File: src/rtl/twi_pkg.sv
// Shared constants, state type and reset image for the two-wire register slave.
// Assumes 8-bit registers; the register count may change if the decode in the top follows.
package twi_pkg;
    localparam int REG_W  = 8;
    localparam int N_REGS = 4;

    typedef enum logic [2:0] {
        ST_IDLE,   // ignore bus until START
        ST_DEV,    // shifting device address + direction
        ST_REG,    // shifting register number
        ST_WDAT,   // shifting write data
        ST_SACK,   // slave drives acknowledge bit
        ST_READ,   // slave shifts out read data
        ST_MACK    // master acknowledge slot after a read byte
    } twi_state_e;

    // Power-on value of register idx: volume register starts at 0x7F, the rest at zero.
    function automatic logic [REG_W-1:0] reg_reset_value(input int idx);
        return (idx == 0) ? 8'h7F : 8'h00;
    endfunction
endpackage

File: src/rtl/twi_line_sync.sv
// Multi-flop synchronizer with edge detection for one bus line.
// Assumes STAGES >= 2 and an idle-high line; all flops reset to 1.
module twi_line_sync #(
    parameter int STAGES = 2
) (
    input  logic clk,
    input  logic rst_n,
    input  logic line_i,
    output logic level_o,
    output logic rise_o,
    output logic fall_o
);
    logic [STAGES-1:0] chain;
    logic              prev;

    // Shift the pad value through the synchronizer and keep one delayed copy.
    always_ff @(posedge clk) begin
        if (!rst_n) begin
            chain <= '1;
            prev  <= 1'b1;
        end else begin
            chain <= {chain[STAGES-2:0], line_i};
            prev  <= chain[STAGES-1];
        end
    end

    // Expose the settled level and one-cycle edge pulses.
    always_comb begin
        level_o = chain[STAGES-1];
        rise_o  = chain[STAGES-1] & ~prev;
        fall_o  = ~chain[STAGES-1] & prev;
    end
endmodule

File: src/rtl/twi_regfile.sv
// Control register bank with one write port and one asynchronous read port.
// Assumes the caller only presents in-range addresses; reset values come from the package.
module twi_regfile
    import twi_pkg::*;
#(
    parameter int NR = N_REGS,
    parameter int W  = REG_W,
    localparam int AW = (NR > 1) ? $clog2(NR) : 1
) (
    input  logic            clk,
    input  logic            rst_n,
    input  logic            we,
    input  logic [AW-1:0]   waddr,
    input  logic [W-1:0]    wdata,
    input  logic [AW-1:0]   raddr,
    output logic [W-1:0]    rdata,
    output logic [NR*W-1:0] regs_flat
);
    logic [W-1:0] mem [NR];

    // Build the reset image once from the package function.
    function automatic logic [NR*W-1:0] reset_image();
        logic [NR*W-1:0] img;
        for (int i = 0; i < NR; i++) img[i*W +: W] = W'(reg_reset_value(i));
        return img;
    endfunction
    localparam logic [NR*W-1:0] RESET_IMAGE = reset_image();

    // Load defaults on reset, otherwise update the addressed register.
    always_ff @(posedge clk) begin
        if (!rst_n) begin
            for (int i = 0; i < NR; i++) mem[i] <= RESET_IMAGE[i*W +: W];
        end else if (we) begin
            mem[waddr] <= wdata;
        end
    end

    assign rdata = mem[raddr];

    for (genvar g = 0; g < NR; g++) begin : g_flat
        assign regs_flat[g*W +: W] = mem[g];
    end

    // leaving reset presents the default image.
    assert_reset_defaults_R1: assert property (@(posedge clk) disable iff (!rst_n)
        $rose(rst_n) |-> (regs_flat == RESET_IMAGE));
endmodule

File: src/rtl/twi_ctrl_slave.sv
// Two-wire bus slave owning the control registers of an audio converter.
// Assumes clk is at least ~20x the SCL rate; no clock stretching, no arbitration,
// 7-bit addressing only. SDA is open drain: sda_pull_o = 1 pulls the line low.
module twi_ctrl_slave
    import twi_pkg::*;
#(
    parameter logic [6:0] DEV_ADDR    = 7'h32,
    parameter int         SYNC_STAGES = 2
) (
    input  logic       clk,
    input  logic       rst_n,
    input  logic       scl_i,
    input  logic       sda_i,
    output logic       sda_pull_o,
    output logic [7:0] volume_o,
    output logic       mute_o,
    output logic       standby_o,
    output logic       deemph_o,
    output logic       frame_adj_o,
    output logic       clk_adj_o,
    output logic [1:0] fmt_mode_o,
    output logic [1:0] word_len_o,
    output logic [3:0] clk_cfg_o
);
    localparam int              AW        = $clog2(N_REGS);
    localparam logic [3:0]      BYTE_BITS = 4'd8;
    localparam logic [REG_W-1:0] REG_LIMIT = REG_W'(N_REGS);

    // ---------------- line conditioning ----------------
    logic [1:0] raw, lvl, rise, fall;
    assign raw = {sda_i, scl_i};

    for (genvar l = 0; l < 2; l++) begin : g_sync
        twi_line_sync #(.STAGES(SYNC_STAGES)) u_sync (
            .clk    (clk),
            .rst_n  (rst_n),
            .line_i (raw[l]),
            .level_o(lvl[l]),
            .rise_o (rise[l]),
            .fall_o (fall[l])
        );
    end

    logic scl_lvl, sda_lvl, scl_rise, scl_fall, start_det, stop_det;
    assign scl_lvl   = lvl[0];
    assign sda_lvl   = lvl[1];
    assign scl_rise  = rise[0];
    assign scl_fall  = fall[0];
    assign start_det = fall[1] & scl_lvl;
    assign stop_det  = rise[1] & scl_lvl;

    // ---------------- protocol state ----------------
    twi_state_e       state, after;
    logic [3:0]       bitcnt;
    logic [7:0]       shreg, txreg;
    logic [AW-1:0]    ptr;
    logic             mack_ok, wr_stb;
    logic [REG_W-1:0] wr_data, rd_data;
    logic [N_REGS*REG_W-1:0] regs_flat;

    // Bus sequencer: shift bytes, decide acknowledges, drive read bits.
    always_ff @(posedge clk) begin
        if (!rst_n) begin
            state      <= ST_IDLE;
            after      <= ST_IDLE;
            bitcnt     <= '0;
            shreg      <= '0;
            txreg      <= '0;
            ptr        <= '0;
            sda_pull_o <= 1'b0;
            mack_ok    <= 1'b0;
            wr_stb     <= 1'b0;
            wr_data    <= '0;
        end else begin
            wr_stb <= 1'b0;
            if (start_det) begin
                state      <= ST_DEV;
                bitcnt     <= '0;
                sda_pull_o <= 1'b0;
            end else if (stop_det) begin
                state      <= ST_IDLE;
                sda_pull_o <= 1'b0;
            end else begin
                case (state)
                    ST_DEV, ST_REG, ST_WDAT: begin
                        if (scl_rise) begin
                            shreg  <= {shreg[6:0], sda_lvl};
                            bitcnt <= bitcnt + 4'd1;
                        end else if (scl_fall && bitcnt == BYTE_BITS) begin
                            bitcnt <= '0;
                            state  <= ST_IDLE;
                            if (state == ST_DEV && shreg[7:1] == DEV_ADDR) begin
                                sda_pull_o <= 1'b1;
                                state      <= ST_SACK;
                                after      <= shreg[0] ? ST_READ : ST_REG;
                            end else if (state == ST_REG && shreg < REG_LIMIT) begin
                                ptr        <= shreg[AW-1:0];
                                sda_pull_o <= 1'b1;
                                state      <= ST_SACK;
                                after      <= ST_WDAT;
                            end else if (state == ST_WDAT) begin
                                wr_stb     <= 1'b1;
                                wr_data    <= shreg;
                                sda_pull_o <= 1'b1;
                                state      <= ST_SACK;
                                after      <= ST_IDLE;
                            end
                        end
                    end
                    ST_SACK: begin
                        if (scl_fall) begin
                            state  <= after;
                            bitcnt <= '0;
                            if (after == ST_READ) begin
                                txreg      <= rd_data;
                                sda_pull_o <= ~rd_data[7];
                            end else begin
                                sda_pull_o <= 1'b0;
                            end
                        end
                    end
                    ST_READ: begin
                        if (scl_rise) begin
                            bitcnt <= bitcnt + 4'd1;
                        end else if (scl_fall) begin
                            if (bitcnt == BYTE_BITS) begin
                                sda_pull_o <= 1'b0;
                                state      <= ST_MACK;
                                bitcnt     <= '0;
                            end else begin
                                sda_pull_o <= ~txreg[6];
                                txreg      <= {txreg[6:0], 1'b0};
                            end
                        end
                    end
                    ST_MACK: begin
                        if (scl_rise) begin
                            mack_ok <= ~sda_lvl;
                        end else if (scl_fall) begin
                            if (mack_ok) begin
                                state      <= ST_READ;
                                txreg      <= rd_data;
                                sda_pull_o <= ~rd_data[7];
                            end else begin
                                state <= ST_IDLE;
                            end
                        end
                    end
                    default: ;
                endcase
            end
        end
    end

    twi_regfile #(.NR(N_REGS), .W(REG_W)) u_regs (
        .clk      (clk),
        .rst_n    (rst_n),
        .we       (wr_stb),
        .waddr    (ptr),
        .wdata    (wr_data),
        .raddr    (ptr),
        .rdata    (rd_data),
        .regs_flat(regs_flat)
    );

    // Field decode of the register bank.
    always_comb begin
        volume_o    = regs_flat[0*REG_W +: 8];
        standby_o   = regs_flat[1*REG_W + 7];
        deemph_o    = regs_flat[1*REG_W + 6];
        mute_o      = regs_flat[1*REG_W + 0];
        frame_adj_o = regs_flat[2*REG_W + 5];
        clk_adj_o   = regs_flat[2*REG_W + 4];
        fmt_mode_o  = regs_flat[2*REG_W + 2 +: 2];
        word_len_o  = regs_flat[2*REG_W + 0 +: 2];
        clk_cfg_o   = regs_flat[3*REG_W + 0 +: 4];
    end

    // a STOP leaves the slave idle with SDA released.
    assert_stop_releases_R2: assert property (@(posedge clk) disable iff (!rst_n)
        stop_det && !start_det |=> (state == ST_IDLE) && !sda_pull_o);

    // a START re-arms address reception from bit zero.
    assert_start_rearms_R2: assert property (@(posedge clk) disable iff (!rst_n)
        start_det |=> (state == ST_DEV) && (bitcnt == 4'd0));

    // the pull only moves while SCL is low, unless a START/STOP just occurred.
    assert_pull_moves_low_scl_R8: assert property (@(posedge clk) disable iff (!rst_n)
        (!$past(start_det) && !$past(stop_det) && $changed(sda_pull_o)) |-> !scl_lvl);

    // every stored data byte is acknowledged in the same cycle.
    assert_write_acked_R4: assert property (@(posedge clk) disable iff (!rst_n)
        wr_stb |-> sda_pull_o);

    // the master's acknowledge slot is never driven by the slave.
    assert_mack_released_R7: assert property (@(posedge clk) disable iff (!rst_n)
        (state == ST_MACK) |-> !sda_pull_o);
endmodule

File: config.mk
export PLATFORM = sky130hd
export DESIGN_NAME = twi_ctrl_slave
export DESIGN_NICKNAME = d
export VERILOG_FILES = /design/src/rtl/twi_pkg.sv /design/src/rtl/twi_line_sync.sv /design/src/rtl/twi_regfile.sv /design/src/rtl/twi_ctrl_slave.sv
export SDC_FILE = /design/constraint.sdc
export NUM_CORES = 1
export LEC_CHECK = 0
export ABC_CLOCK_PERIOD_IN_PS = 2050
export BUFFER_PORTS_ARGS = -buffer_cell sky130_fd_sc_hd__buf_2
export CAP_MARGIN = 20
export CORE_MARGIN = 4
export CORE_UTILIZATION = 51
export CTS_CLUSTER_DIAMETER = 100
export CTS_CLUSTER_SIZE = 14
export DETAILED_ROUTE_END_ITERATION = 6
export PLACE_DENSITY_LB_ADDON = 0.12
export SLEW_MARGIN = 5
export SYNTH_ARGS = -nofsm -noshare
export SYNTH_HDL_FRONTEND = slang
export SYNTH_SLANG_ARGS = --single-unit
File: constraint.sdc
create_clock -name clk -period 2.05 [get_ports clk]
set_clock_uncertainty 0.15 [all_clocks]
set_input_delay 0.3075 -clock clk [delete_from_list [all_inputs] [get_ports clk]]
set_output_delay 0.3075 -clock clk [all_outputs]
set_load 0.03 [all_outputs]
==> results of run 1 <==
-- stage by stage --
stage	area (um^2)	util, %
final	4230	58.6
after global routing	4230	58.6
after CTS	4230	58.6
after detailed placement	3980	55.2
after global placement	3980	55.2
after floorplan	3770	-
-- cell families (layout without fill, tap and decap cells) --
| group | after synthesis | count (layout) | share of synthesized area [%] |
|---|---|---|---|
| and+or+nand+nor | 125 | 125 | 21.1 |
| muxes | 37 | 37 | 12.6 |
| buffers and inverters | 41 | 72 | 6.60 |
| DFF | 78 | 78 | 49.9 |
| AOI/OAI and AO/OA | 51 | 51 | 8.90 |
| adders and majority gates | 2 | 2 | 0.664 |
| xor gates and xnor gates | 1 | 1 | 0.232 |
-- repair_timing --
action | in CTS | in global routing
hold buffers | 2 | 0
hold endpoints to repair | 2 | 0
endpoints found under the setup margin | 0 | 0
-- metal layers --
layer | global-route usage (%) | share of wire [%]
met1 | 28.0 | 49
met2 | 26.6 | 44
met3 | 5.53 | 5.1
met4 | 5.90 | 1.8
met5 | 0 | 0
-- how the worst max path moves through the flow --
stage | endpoint | slack, ns | depth (start not counted)
after detailed placement | bitcnt[1] | 0.15 | 7
after global routing | bitcnt[1] | 0.02 | 7
after floorplan | u_regs.mem[0][0] | 0.19 | 4
after CTS | bitcnt[1] | 0.13 | 7
final | bitcnt[1] | 0.12 | 7
after global placement | bitcnt[1] | 0.20 | 7
-- sequential cells by signal, summed over array words and instances, names as in the netlist, named ones only --
signal / count
after: 3
bitcnt: 4
g_sync.u_sync.chain: 4
g_sync.u_sync.prev: 2
mack_ok: 1
ptr: 2
sda_pull_o: 1
shreg: 8
state: 3
txreg: 7
u_regs.mem: 32
wr_data: 8
wr_stb: 1
-- worst register-to-register path: cells and delay by family, from the launching register on --
kind	cells	cell delay, ns
AOI/OAI and AO/OA	1	0.41
adders and majority gates	1	0.23
buffers and inverters	1	0.06
DFF	1	0.40
muxes	1	0.34
and+or+nand+nor	3	0.27
-- Yosys cell counts, types with 2 or more instances --
master | count | area, um^2
nor3_1 | 3 | 15.0
inv_1 | 7 | 26.3
buf_2 | 4 | 20.0
buf_4 | 20 | 150
nor2_1 | 7 | 26.3
a41oi_1 | 2 | 17.5
clkbuf_1 | 6 | 22.5
o21ai_0 | 11 | 55.1
and3_1 | 10 | 62.6
mux4_2 | 8 | 180
nor3_2 | 2 | 20.0
nor4_1 | 2 | 12.5
edfxtp_1 | 32 | 961
nand2_1 | 19 | 71.3
ha_1 | 2 | 25.0
and2_1 | 17 | 106
nor2b_1 | 23 | 144
mux2i_1 | 28 | 280
a21oi_1 | 19 | 95.1
dfxtp_1 | 46 | 921
nor3b_1 | 2 | 15.0
inv_2 | 2 | 7.51
nand2b_1 | 18 | 113
nand3_1 | 4 | 20.0
buf_6 | 2 | 22.5
nor2_2 | 2 | 12.5
nand3b_1 | 3 | 22.5
-- layout make-up --
type                       instances  area share [%]
sequential                        78            44.5
inverter                           9           0.799
clock inverter                     4            1.21
clock buffer                      12            4.20
timing repair buffer              47            7.28
tap                               99            2.93
multi-input combinational        216            39.1
-- layout by cell type, fill, tap and decap left out, drive strengths merged, types with 11 or more instances in the layout --
master / n
edfxtp: 32
mux2i: 28
nand2b: 19
buf: 45
dfxtp: 46
nand2: 19
a21oi: 19
clkbuf: 12
nor2b: 24
and2: 17
o21ai: 11
-- power by group through the flow --
| stage | registers, mW | clock network [mW] | logic, mW |
|---|---|---|---|
| finish | 1.67 | 1.26 | 0.179 |
| floorplan | 1.71 | 0 | 0.136 |
| detailed placement | 1.71 | 0 | 0.177 |
| global placement | 1.71 | 0 | 0.177 |
| global route | 1.68 | 1.37 | 0.191 |
| CTS | 1.67 | 1.30 | 0.180 |
==> out/metrics.csv, run 1 <==
stage,metric,value,unit
pwr,p_switching,689,uW
hold_path,hp-start,rst_n,
clock_tree,postCtsSetupRepairBufs,0,
global_routing,grt_start_max_net_pins,54,
layout,fill_cells,617,
sta,slew_violations,0,
synthesis,ys_ff_latch,78,
layout,nNetsFinal,367,
critical_path,cp-startpoint,bitcnt[0],
clock_tree,h-tree-depth,3,
hold_path,holdPathStages,3,
sta,setup_violations,0,
layout,multiInputGateArea,1650,um^2
global_routing,grt_pass1_wl,12600,um
die,die_h,94.0,um
flow_run,cap_viol_max_count,0,
synthesis,avgSynthCellArea,11.3,um^2
route,routedWlPerCell,16.4,um
synthesis,synth_edf_count,32,
die,die_area,8830,um^2
critical_path,timing.rr.start,bitcnt[0],
layout,area_delta_synth_final,12.1,%
clock_tree,cts_buffers,9,
die,start_util,52.3,%
synthesis,synth_seq_area_share,49.9,%
layout,antenna_cells,0,
sta,fin_crit_sh,94.0,%
critical_path,rr_worst_depth,7,
hold_path,holdCritPathClass,input port to flip-flop,
sta,hold_ws,0.244,ns
synthesis,syn_inst,335,
sta,min_period,1.93,ns
sta,setup_tns,0,ns
clock_tree,cts_sinks,78,
pwr,pwr-share-comb,5.7,%
clock_tree,clock_latency,0.35,ns
synthesis,ys.warnings.count,0,
placement,gp_congestion,0.854,
synthesis,synth_ff_type,dfxtp_1,
die,core,7210,um^2
die,die_w,94.0,um
critical_path,cp_top_family,compound AO/OA/AOI/OAI gates,
layout,seqCellArea,1880,um^2
route,via_per_inst,5.49,
synthesis,syn_area,3770,um^2
route,vias,2552,
synthesis,async_flop_share,0,%
hold_path,min_to,g_sync[0].u_sync.prev,
global_routing,antenna_found_initial,0,
pwr,power.total,3.11,mW
critical_path,r2r_slack,0.12,ns
pwr,seqPwrFrac,53.7,%
route,drt_iter0_drc,220,
sta,setup_ws,0.124,ns
pwr,ir_worst_vdd,0.589,mV
synthesis,synth_cell_types,61,
global_routing,overflow,0,
pwr,power_density,736,nW/um^2
sta,fmaxAchievable,519,MHz
critical_path,timing_worst_setup_path_type,flip-flop to flip-flop,
route,drt-total-wl,7630,um
critical_path,r2r-end,bitcnt[1],
critical_path,cp.required,2.19,ns
global_routing,grtUsageTotal,18.9,%
route,postRouteAntennaNets,0,
critical_path,cpMaxStageDelayCell,o31ai_2,
die,rows,31,
clock_tree,clkTransAtPathRegs,0.08,ns
pwr,clockPowerShare,40.6,%
clock_tree,cts_tree,built,
critical_path,critPathBufInv,1,
pwr,internal_power,2.42,mW
layout,final_layout_size_suffix_gt1_share,23.8,%
critical_path,crit_fanout,6,
placement,port_buffers,25,
placement,place_worst_setup_slack,0.146,ns
sta,finalHoldViolCount,0,
sta,worst_pin_slew,0.868,ns
run_status,outcome,finished clean,
placement,dp_hpwl,5390,um
route,first_pass_iters,5,
placement,dp.cells,447,
clock_tree,clockBufferDepth,2,
critical_path,slowest_delay,0.41,ns
synthesis,syn_nets,341,
pwr,p_leak,1.59,nW
route,drc,0,
critical_path,cp_cell_sequence,"inv_1, ha_1, nand3b_4, nor4b_2, o31ai_2, mux2_4, nor2_2",
pwr,switching_share,22.1,%
die,pin_count,26,
critical_path,worstPathArrival,2.06,ns
critical_path,endpoint_kind,flip-flop,
clock_tree,cts_resized,0,
sta,grt_setup_unrepaired,no,
global_routing,grt_pass1_vias,2441,
sta,slew_headroom,41.6,%
critical_path,cp-start-kind,flip-flop,
layout,stdcell_count,465,
clock_tree,cts_root_buffer,clkbuf_8,
(Power assumes the default switching activity.)
==> run 2: changes to the inputs <==
--- a/config.mk
+++ b/config.mk
@@ -15,2 +15,3 @@
 export DETAILED_ROUTE_END_ITERATION = 6
+export GPL_ROUTABILITY_DRIVEN = 1
 export PLACE_DENSITY_LB_ADDON = 0.12
==> constraint.sdc (replaced) <==
create_clock -name clk -period 2.05 [get_ports clk]
set_clock_uncertainty 0.15 [all_clocks]
set_input_delay 0.1025 -clock clk [delete_from_list [all_inputs] [get_ports clk]]
set_output_delay 0.1025 -clock clk [all_outputs]
set_load 0.03 [all_outputs]
==> out/metrics.csv, run 2 (synthesized netlist as in run 1, its figures left out) <==
stage,metric,value,unit
sta,setup_tns,0,ns
layout,nNetsFinal,368,
pwr,pwr-share-comb,6.4,%
layout,final_cell_mix,"46 x dfxtp_1, 32 x edfxtp_1, 28 x mux2i_1",
pwr,p_leak,1.56,nW
critical_path,cp-start-kind,flip-flop,
placement,place_worst_setup_slack,0.108,ns
critical_path,timing_worst_setup_path_type,flip-flop to flip-flop,
die,rows,31,
clock_tree,clock_latency,0.34,ns
sta,setup_ws,0.125,ns
flow_run,cap_viol_max_count,0,
route,vias,2492,
sta,fin_crit_sh,93.9,%
clock_tree,cts_buffers,9,
die,core,7210,um^2
route,first_pass_iters,4,
layout,area_delta_synth_final,10.7,%
die,die_w,94.0,um
sta,slew_headroom,68.9,%
sta,finalHoldViolCount,0,
sta,min_period,1.93,ns
pwr,ir_worst_vdd,0.426,mV
clock_tree,cts_root_buffer,clkbuf_8,
placement,gp_congestion,0.827,
global_routing,antenna_found_initial,0,
sta,worst_pin_slew,0.466,ns
critical_path,worstPathArrival,2.05,ns
layout,regMostFlops,u_regs.mem,
route,postRouteAntennaNets,0,
layout,final_layout_size_suffix_gt1_share,24.0,%
critical_path,cp.required,2.18,ns
route,drt_iter0_drc,154,
sta,slew_violations,0,
global_routing,grt_start_max_net_pins,54,
pwr,switching_share,24.0,%
sta,setup_violations,0,
die,die_h,94.0,um
critical_path,crit_fanout,6,
die,die_area,8830,um^2
route,via_per_inst,5.35,
layout,final_cell_area,4170,um^2
layout,final_common_cell,dfxtp_1,
layout,antenna_cells,0,
global_routing,grt_pass1_wl,12500,um
global_routing,overflow,0,
pwr,clockPowerShare,34.6,%
hold_path,holdCritPathClass,input port to flip-flop,
placement,place_area,3990,um^2
clock_tree,cts_tree,built,
clock_tree,clockBufferDepth,2,
clock_tree,clkTransAtPathRegs,0.08,ns
route,drc,0,
placement,dp_hpwl,5390,um
sta,grt_setup_unrepaired,no,
clock_tree,cts_resized,0,
pwr,power.total,2.83,mW
pwr,seqPwrFrac,59.0,%
clock_tree,h-tree-depth,3,
critical_path,endpoint_kind,flip-flop,
run_status,outcome,finished clean,
layout,fill_cells,650,
pwr,internal_power,2.15,mW
global_routing,grt_pass1_vias,2432,
clock_tree,cts_sinks,78,
die,start_util,52.3,%
route,drt-total-wl,7410,um
pwr,power_density,678,nW/um^2
placement,port_buffers,25,
die,pin_count,26,
global_routing,grtUsageTotal,18.6,%
pwr,p_switching,678,uW
layout,largest_register_ffs,32,
layout,top_regs,"u_regs.mem: 32 flops, shreg: 8 flops, wr_data: 8 flops",
sta,fmaxAchievable,519,MHz
route,routedWlPerCell,15.9,um
run 2: layout make-up:
class,count,area (um^2),area share [%]
Timing Repair Buffer,48,315,7.56
Sequential cell,78,1880,45.1
Multi-Input combinational cell,216,1650,39.6
Clock inverter,6,38.8,0.930
Clock buffer,10,128,3.06
Tap cell,99,124,2.97
Inverter,9,33.8,0.810
run 2: critical path, cell delays in order, from the launching register on:
cell and delay, ns:
dfxtp_1 0.39, inv_1 0.06, ha_1 0.23, nand3b_4 0.13, nor4b_2 0.07, o31ai_2 0.40
mux2_4 0.35, nor2_2 0.08
run 2: routing by layer:
metal,routed length (um),up-vias,GRT usage [%]
li1,-,1246,-
met5,0,-,0
met3,537,4,2.56
met1,3520,1163,27.1
met2,3290,79,27.6
met4,67,0,7.70
run 2: timing repair:
action / in CTS / in global routing
endpoints found under the setup margin: 0 / 1
hold buffers: 2 / 0
endpoints found under the hold margin: 2 / 0
buffers inserted: 0 / 0
run 2: worst paths after layout:
kind / from / end / slack, ns / cells past startpoint
worst max-delay path: bitcnt[0] / bitcnt[1] / 0.12 / 7
worst min-delay path: rst_n / g_sync[0].u_sync.prev / 0.05 / 3
worst max register to register: bitcnt[0] / bitcnt[1] / 0.12 / 7
worst min register to register: g_sync[0].u_sync.chain[0] / g_sync[0].u_sync.chain[1] / 0.26 / 1
run 2: per-stage QoR:
step	std cells	utilization, %	hold slack, ns
2_1_floorplan	335	-	0.0540
3_3_place_gp	448	55.3	0.137
3_5_place_dp	448	55.3	0.140
4_1_cts	466	57.8	0.0356
5_1_grt	466	57.8	0.0616
6_report	466	57.8	0.0451
run 2: power groups by stage:
stage	logic, mW	registers (mW)	clock network, mW
2_1_floorplan	0.136	1.71	0
3_3_place_gp	0.178	1.71	0
3_5_place_dp	0.178	1.71	0
4_1_cts	0.181	1.67	1.02
5_1_grt	0.193	1.68	1.09
6_report	0.180	1.67	0.979
